[src/rtl/ir_rle_pkg.sv]
// Shared types for the IR run-length codec.
// Assumes: nothing beyond IEEE 1800-2017.
package ir_rle_pkg;

    typedef enum logic {
        MODE_RAW = 1'b0,
        MODE_RLE = 1'b1
    } codec_mode_e;

endpackage

[src/rtl/ir_rle_enc.sv]
// Encoder: turns accepted bits into run-length code words (coding mode)
// or into LSB-first data words (bypass), one word held in an output register.
// Assumes: mode only changes while idle is high and no bit or flush is offered;
// flush acts only in a cycle with no word waiting.
module ir_rle_enc
    import ir_rle_pkg::*;
#(
    parameter int CNT_W = 7
) (
    input  logic             clk,
    input  logic             rst_n,
    input  codec_mode_e      mode,
    input  logic             in_valid,
    input  logic             in_bit,
    input  logic             flush,
    output logic             in_ready,
    output logic [CNT_W:0]   out_word,
    output logic             out_valid,
    input  logic             out_ready,
    output logic             idle
);
    localparam int W  = CNT_W + 1;
    localparam int NW = (W > 2) ? $clog2(W) : 1;
    localparam logic [CNT_W-1:0] CNT_MAX  = '1;
    localparam logic [CNT_W-1:0] CNT_LAST = CNT_W'((1 << CNT_W) - 2);
    localparam logic [NW-1:0]    RAW_LAST = NW'(W - 1);

    logic             run_act, n_act;
    logic             run_val, n_val;
    logic [CNT_W-1:0] run_cnt, n_cnt;
    logic [W-1:0]     raw_sh,  n_sh;
    logic [NW-1:0]    raw_n,   n_n;
    logic [W-1:0]     out_q,   n_oq;
    logic             out_v,   n_ov;
    logic             take;

    // Bits and flush are held off while a word waits for the consumer.
    assign in_ready  = !out_v && !flush;
    assign take      = in_valid && in_ready;
    assign out_word  = out_q;
    assign out_valid = out_v;
    assign idle      = !run_act && (raw_n == '0) && !out_v;

    // Next-state logic for run tracking, raw packing and the output word.
    always_comb begin
        n_act = run_act;
        n_val = run_val;
        n_cnt = run_cnt;
        n_sh  = raw_sh;
        n_n   = raw_n;
        n_ov  = out_v;
        n_oq  = out_q;
        if (out_v && out_ready) begin
            n_ov = 1'b0;
        end
        if (mode == MODE_RLE) begin
            if (take) begin
                if (!run_act) begin
                    n_act = 1'b1;
                    n_val = in_bit;
                    n_cnt = '0;
                end else if (in_bit != run_val) begin
                    n_ov  = 1'b1;
                    n_oq  = {run_val, run_cnt};
                    n_val = in_bit;
                    n_cnt = '0;
                end else if (run_cnt == CNT_LAST) begin
                    n_ov  = 1'b1;
                    n_oq  = {run_val, CNT_MAX};
                    n_act = 1'b0;
                    n_cnt = '0;
                end else begin
                    n_cnt = run_cnt + 1'b1;
                end
            end else if (flush && !out_v && run_act) begin
                n_ov  = 1'b1;
                n_oq  = {run_val, run_cnt};
                n_act = 1'b0;
                n_cnt = '0;
            end
        end else begin
            if (take) begin
                n_sh[raw_n] = in_bit;
                if (raw_n == RAW_LAST) begin
                    n_ov = 1'b1;
                    n_oq = n_sh;
                    n_sh = '0;
                    n_n  = '0;
                end else begin
                    n_n = raw_n + 1'b1;
                end
            end else if (flush && !out_v && (raw_n != '0)) begin
                n_ov = 1'b1;
                n_oq = raw_sh;
                n_sh = '0;
                n_n  = '0;
            end
        end
    end

    // State registers with synchronous reset.
    always_ff @(posedge clk) begin
        if (!rst_n) begin
            run_act <= 1'b0;
            run_val <= 1'b0;
            run_cnt <= '0;
            raw_sh  <= '0;
            raw_n   <= '0;
            out_q   <= '0;
            out_v   <= 1'b0;
        end else begin
            run_act <= n_act;
            run_val <= n_val;
            run_cnt <= n_cnt;
            raw_sh  <= n_sh;
            raw_n   <= n_n;
            out_q   <= n_oq;
            out_v   <= n_ov;
        end
    end

endmodule

[src/rtl/ir_rle_dec.sv]
// Decoder: loads one word and replays it one bit per strobe. In coding mode
// the top bit is repeated count+1 times; in bypass the word shifts out LSB first.
// Assumes: mode only changes while idle is high and no word is offered.
module ir_rle_dec
    import ir_rle_pkg::*;
#(
    parameter int CNT_W = 7
) (
    input  logic             clk,
    input  logic             rst_n,
    input  codec_mode_e      mode,
    input  logic [CNT_W:0]   in_word,
    input  logic             in_valid,
    output logic             in_ready,
    input  logic             strobe,
    output logic             out_bit,
    output logic             out_bit_valid,
    output logic             idle
);
    localparam int W = CNT_W + 1;
    localparam logic [CNT_W-1:0] RAW_REM = CNT_W'(W - 1);

    logic             busy;
    logic             rle_q;
    logic [W-1:0]     sh;
    logic [CNT_W-1:0] rem;
    logic             load;

    assign in_ready      = !busy;
    assign load          = in_valid && !busy;
    assign idle          = !busy;
    assign out_bit       = busy && (rle_q ? sh[W-1] : sh[0]);
    assign out_bit_valid = busy && strobe;

    // Load a word, then count down remaining bits on each strobe.
    always_ff @(posedge clk) begin
        if (!rst_n) begin
            busy  <= 1'b0;
            rle_q <= 1'b0;
            sh    <= '0;
            rem   <= '0;
        end else if (load) begin
            busy  <= 1'b1;
            rle_q <= (mode == MODE_RLE);
            sh    <= in_word;
            rem   <= (mode == MODE_RLE) ? in_word[CNT_W-1:0] : RAW_REM;
        end else if (busy && strobe) begin
            if (rem == '0) begin
                busy <= 1'b0;
            end else begin
                rem <= rem - 1'b1;
            end
            if (!rle_q) begin
                sh <= sh >> 1;
            end
        end
    end

endmodule

[src/rtl/ir_rle_codec.sv]
// Top: IR run-length encoder and decoder sharing one mode register.
// Assumes: CNT_W >= 1; the word width is CNT_W+1.
module ir_rle_codec
    import ir_rle_pkg::*;
#(
    parameter int CNT_W = 7
) (
    input  logic             clk,
    input  logic             rst_n,
    input  logic             rle_en,
    input  logic             tx_bit_valid,
    input  logic             tx_bit,
    input  logic             tx_flush,
    output logic             tx_bit_ready,
    output logic [CNT_W:0]   enc_word,
    output logic             enc_valid,
    input  logic             enc_ready,
    input  logic [CNT_W:0]   dec_word,
    input  logic             dec_valid,
    output logic             dec_ready,
    input  logic             bit_strobe,
    output logic             rx_bit,
    output logic             rx_bit_valid
);
    localparam int W = CNT_W + 1;

    codec_mode_e mode_q;
    logic        enc_idle;
    logic        dec_idle;
    logic        quiet;

    assign quiet = enc_idle && dec_idle && !tx_bit_valid && !tx_flush && !dec_valid;

    // Mode register: follows rle_en only while nothing is in flight.
    always_ff @(posedge clk) begin
        if (!rst_n) begin
            mode_q <= MODE_RAW;
        end else if (quiet) begin
            mode_q <= rle_en ? MODE_RLE : MODE_RAW;
        end
    end

    ir_rle_enc #(.CNT_W(CNT_W)) enc_i (
        .clk       (clk),
        .rst_n     (rst_n),
        .mode      (mode_q),
        .in_valid  (tx_bit_valid),
        .in_bit    (tx_bit),
        .flush     (tx_flush),
        .in_ready  (tx_bit_ready),
        .out_word  (enc_word),
        .out_valid (enc_valid),
        .out_ready (enc_ready),
        .idle      (enc_idle)
    );

    ir_rle_dec #(.CNT_W(CNT_W)) dec_i (
        .clk           (clk),
        .rst_n         (rst_n),
        .mode          (mode_q),
        .in_word       (dec_word),
        .in_valid      (dec_valid),
        .in_ready      (dec_ready),
        .strobe        (bit_strobe),
        .out_bit       (rx_bit),
        .out_bit_valid (rx_bit_valid),
        .idle          (dec_idle)
    );

endmodule

[config.mk]
export PLATFORM = sky130hd
export DESIGN_NAME = ir_rle_codec
export DESIGN_NICKNAME = d
export VERILOG_FILES = /design/src/rtl/ir_rle_pkg.sv /design/src/rtl/ir_rle_enc.sv /design/src/rtl/ir_rle_dec.sv /design/src/rtl/ir_rle_codec.sv
export SDC_FILE = /design/constraint.sdc
export NUM_CORES = 1
export LEC_CHECK = 0
export BUFFER_PORTS_ARGS = -buffer_cell sky130_fd_sc_hd__clkbuf_2
export CORE_UTILIZATION = 45
export CTS_CLUSTER_SIZE = 14
export DETAILED_ROUTE_END_ITERATION = 8
export PLACE_DENSITY_LB_ADDON = 0.3
export SLEW_MARGIN = 20
export SYNTH_ARGS = -nofsm -noshare
export SYNTH_HDL_FRONTEND = slang
export SYNTH_SLANG_ARGS = --single-unit
[constraint.sdc]
create_clock -name clk -period 4.8 [get_ports clk]
set_input_delay 0.48 -clock clk [delete_from_list [all_inputs] [get_ports clk]]
set_output_delay 0.48 -clock clk [all_outputs]
set_load 0.005 [all_outputs]
Word level (Yosys, flattened, before mapping)
Cells that the tools add are included.
Word-level totals
  output and inout port bits: 13
  word-level logic and storage cells: 117
  register bits after elaboration: 47
  input bits: 17
Cells by class
  bitwise gates (word level): 1
  equality and inequality tests: 10
  reductions and logical operators: 37
  $lt $le $gt $ge: 2
  add/subtract/negate cells: 3
  mux-type cells: 52
Operator list (count)
  $mux W8: 15
  $mux W7: 9
  $mux W1: 23
  $logic_and A1 B1 Y1: 16
  $reduce_and A2 Y1: 5
  $mux W3: 3
  $bwmux W8: 1
  $reduce_bool A2 Y1: 4
  $add A7 B1 Y7 const B: 1
  $eq A7 B7 Y1 const B: 1
  $logic_not A7 Y1: 1
  $sub A7 B1 Y7 const B: 1
  $logic_not A1 Y1: 6
  $reduce_bool A3 Y1: 2
  $reduce_and A5 Y1: 1
  $lt A3 B4 Y1 const B: 1
  $ne A2 B2 Y1 const B: 2
  $ne A4 B4 Y1 const B: 1
  $add A3 B1 Y3 const B: 1
  $demux W1 S3: 1
  $eq A3 B3 Y1 const B: 1
  $ge A3 B1 Y1 const B: 1
  $logic_not A3 Y1: 1
  $ne A3 B1 Y1 const B: 1
  6 further kinds: 6

Longest topological paths before layout
  depth after elaboration: 8
  mapped depth: 8
  depth with buffers taken out: 6

Modules after synthesis
Synthesis repeated with hierarchy kept, for this count alone.
Unflattened totals
  cells, all modules: 316
  area, all modules: 2707.6 sq um
Modules (own cells, without submodules)
  ir_rle_enc: area each 1776.7 sq um, seq. area each 580.6 sq um, cells each 200, times used 1
  ir_rle_dec: area each 877.1 sq um, seq. area each 340.3 sq um, cells each 110, times used 1
  ir_rle_codec: area each 53.8 sq um, seq. area each 20.0 sq um, cells each 6, times used 1

Worst setup path before layout
OpenSTA, ideal clock, no wires.
  path kind: register to register
  start point: register enc_i.raw_n[1]
  end point: register enc_i.out_q[7], in the netlist enc_i.out_word[7]
  cell stages (with the launch flop): 8
  data required time: 4.682 ns
  path slack: 2.742 ns
  period minus slack after synthesis: 2.058 ns
  buffers on the path: 1
  setup time: 0.118 ns
  arrival: 1.940 ns
  cells stage by stage: dfxtp_1 > buf_2 > inv_1 > ha_1 > nor2b_2 > a2111oi_2 > o22ai_4 > o2111a_1
On the way
  word-level cells in the longest chain between the ends: 8
  elaborated cells between the ends (all ways): 15
  classes of those cells: order compare: 2; eq/ne: 2; mux: 6; reduce/logical: 5
Ends and longest elaborated chain
  start: declaration: RTL line ir_rle_enc.sv:32  | logic [NW-1:0] raw_n, n_n;
  start signal: assignment: RTL line ir_rle_enc.sv:116  | raw_n <= n_n;
  $lt A3 B4 Y1 (implied by the code) / $ge A3 B1 Y1 (equally long branches): RTL line ir_rle_enc.sv:83  | n_sh[raw_n] = in_bit;
  $logic_and A1 B1 Y1 (implied by the code): RTL line ir_rle_enc.sv:83
  $mux W1 (implied by the code): RTL line ir_rle_enc.sv:83
  $demux W1 S3
  $bwmux W8: RTL line ir_rle_enc.sv:83
  $mux W8: RTL line ir_rle_enc.sv:84  | if (raw_n == RAW_LAST) begin
  $mux W8: RTL line ir_rle_enc.sv:82  | if (take) begin
  $mux W8: RTL line ir_rle_enc.sv:56  | if (mode == MODE_RLE) begin
  end signal: assignment: RTL line ir_rle_enc.sv:117  | out_q <= n_oq;
  end: declaration: RTL line ir_rle_enc.sv:33  | logic [W-1:0] out_q, n_oq;
Several ways; a longest one is shown, not always the timed one. The select of a mux whose other input is x is not followed.
A chain may end at the register's enable or synchronous reset.

==> flow_metrics.tcl <==
set metrics [dict create \
    rsz0062_at_grt "false" \
    antenna_found_initial 0 \
    dpl.hpwl_um 4800 \
    combPwrFrac_pct 16.5 \
    synthCells 333 \
    met1Wirelength_um 3300 \
    crit_type "in -> reg" \
    wl_um 6710 \
    fp.coreArea_mm2 0.00599 \
    grt_max_degree 36 \
    clk_pin_slew_ns 0.09 \
    drtIter0Drc 145 \
    period_share_pct 49.8 \
    met3WireLength_um 244 \
    hold_buffers 0 \
    slew_violations 0 \
    ys_warn_count 0 \
    leakage_nw 1.13 \
    io_pins 30 \
    synthDistinctLibCells 72 \
    cp_max_fo 35 \
    p_per_area_mw_per_mm2 271 \
    cp-end-kind "register" \
    start_util_pct 47.1 \
    cts_sinks 47 \
    place.gp.congestion 0.837 \
    power_frac_seq_pct 51.3 \
    die_h_um 81.2 \
    vias 2539 \
    syn-num-nets 357 \
    ys_async_sr_fraction_pct 0 \
    p_switching_uw 245 \
    num_antenna_cells 0 \
    final_cell_area_mm2 0.00303 \
    max_cap_viol_count 0 \
    cp.arrival_ns 2.65 \
    wl_per_cell_um 16.0 \
    cts_resized 0 \
    critical_path_required_ns 5.06 \
    grtUsageTotal_pct 21.3 \
    syn_area_mm2 0.00282 \
    drc 0 \
    dr.pass1.iters 4 \
    synth.avg_cell_area_um2 8.48 \
    fin_crit_ns 2.39 \
    clk_latency_ns 0.31 \
    synth_edf_count 0 \
    yosysSeqAreaShare_pct 33.3 \
    post_cts_buffers 0 \
    clock_path_buffers 2 \
    setup_viol 0 \
    relSlewSlack_pct 31.5 \
    htreeDepth 2 \
    setup_tns_ns 0 \
    fin_skew_ns 0.00548 \
    power.share.switching_pct 29.8 \
    tightest_slew_ns 1.03 \
    avgViaCountPerCell 6.05 \
    dpl_cell_area_mm2 0.00293 \
    dr.max_layer_used "met4" \
    ys.flop_type "dfxtp_1" \
    clock.fmax_ghz 0.418 \
    die_w_um 81.2 \
    syn2layout_area_growth_pct 7.36 \
    dieArea_mm2 0.00659 \
    crit_path_start_kind "input pin" \
    cts_root_buf "clkbuf_8" \
    run_status "complete, no violations" \
    clockPowerShare_pct 32.1 \
    drive_above_1_share_pct 17.7 \
    grt_pass1_vias 2127 \
    rows 28 \
    vdd_ir_drop_max_mv 0.127 \
    overflow 0 \
    cts_tree "built" \
    layout.nets 368 \
    io_buffers 29 \
    nFillCells 569 \
    numCtsBuffers 5 \
    r2r_slack_ns 2.42 \
    wl_met2_um 3000 \
    p_int_uw 576 \
    ys_ff_latch 47 \
    hold_path.class "in -> reg" \
    grt_pass1_wl_um 10700 \
    hold_violations 0 \
    postRouteAntennaNets 0 \
]
-- path summary, 6_finish.rpt --
path | cells past startpoint | startpoint | to
max | 4 | rst_n | enc_i.run_cnt[2]
min | 3 | dec_word[7] | dec_i.sh[7]
max reg2reg | 6 | enc_i.raw_n[1] | enc_i.out_valid
min reg2reg | 2 | enc_i.out_word[3] | enc_i.out_word[3]
-- area by class of cell --
class	instances	area, µm²	area share (%)
clock buffer	6	82.6	2.73
sequential	47	941	31.0
clock inverter	2	16.3	0.537
timing repair buffer	30	153	5.04
multi-input combinational	249	1700	56.2
inverter	11	41.3	1.36
tap	75	93.8	3.10
-- through the flow --
step / cells / hold WS [ns] / setup slack (ns) / power, mW / util, %
2_1_floorplan: 333 / 0.451 / 2.74 / 0.532 / -
3_3_place_gp: 412 / 0.445 / 2.16 / 0.561 / 48.9
3_5_place_dp: 412 / 0.452 / 2.10 / 0.564 / 48.9
4_1_cts: 420 / 0.383 / 2.42 / 0.823 / 50.6
5_1_grt: 420 / 0.391 / 2.21 / 0.856 / 50.6
6_report: 420 / 0.392 / 2.41 / 0.821 / 50.6
-- placed cells by master (no fill, tap or decap), types with 8 or more instances in the layout --
cell type	count
o21ai_0	8
nand3_1	8
a211oi_1	8
o21ai_1	9
dfxtp_1	47
mux2i_1	12
nor2_1	27
inv_1	10
a21oi_1	15
nand2_1	35
nor3_1	10
clkbuf_2	29
-- power groups by stage --
| stage | clock [mW] | sequential (mW) | combinational (mW) |
|---|---|---|---|
| CTS | 0.268 | 0.421 | 0.134 |
| floorplan | 0 | 0.424 | 0.108 |
| global route | 0.281 | 0.424 | 0.150 |
| global placement | 0 | 0.430 | 0.131 |
| detailed placement | 0 | 0.430 | 0.134 |
| finish | 0.264 | 0.422 | 0.136 |
-- cell usage after synthesis, drive strengths merged, types with 8 or more instances --
cell type	n	area share (%)
mux2i	12	4.3
nor3	10	1.8
buf	13	3.1
a21oi	16	3.0
o21ai	18	3.3
nor2	29	4.2
a311oi	8	2.7
nand3	8	1.4
clkbuf	13	1.7
a211oi	9	2.6
nand2	36	4.9
dfxtp	47	33
inv	10	1.3
-- per-layer routing --
| layer | vias up | GRT usage (%) |
|---|---|---|
| met5 | - | 0 |
| met2 | 52 | 31.3 |
| met1 | 1195 | 30.6 |
| li1 | 1280 | - |
| met4 | 0 | 8.57 |
| met3 | 12 | 3.60 |
-- flip-flops by register name, summed over array words and instances (netlist names) --
| register | count |
|---|---|
| dec_i.busy | 1 |
| enc_i.run_cnt | 7 |
| enc_i.run_val | 1 |
| enc_i.raw_n | 3 |
| dec_i.rle_q | 1 |
| enc_i.out_valid | 1 |
| mode_q | 1 |
| enc_i.run_act | 1 |
| dec_i.sh | 8 |
| enc_i.out_word | 8 |
| enc_i.raw_sh | 8 |
| dec_i.rem | 7 |
-- worst max-delay path, cell delays in order --
cell and delay (ns):
clkbuf_2 0.38, clkinv_1 0.91, o41ai_1 0.66, a22o_1 0.21
-- kinds of logic after synthesis --
| group | after synthesis | synth area share, % |
|---|---|---|
| simple gates | 122 | 23.7 |
| compound gates | 103 | 27.7 |
| flops | 47 | 33.3 |
| buf+inv | 37 | 6.34 |
| mux | 12 | 4.26 |
| fa+ha+maj | 7 | 3.10 |
| xor+xnor | 5 | 1.55 |
Power figures use the tool's default switching activity.
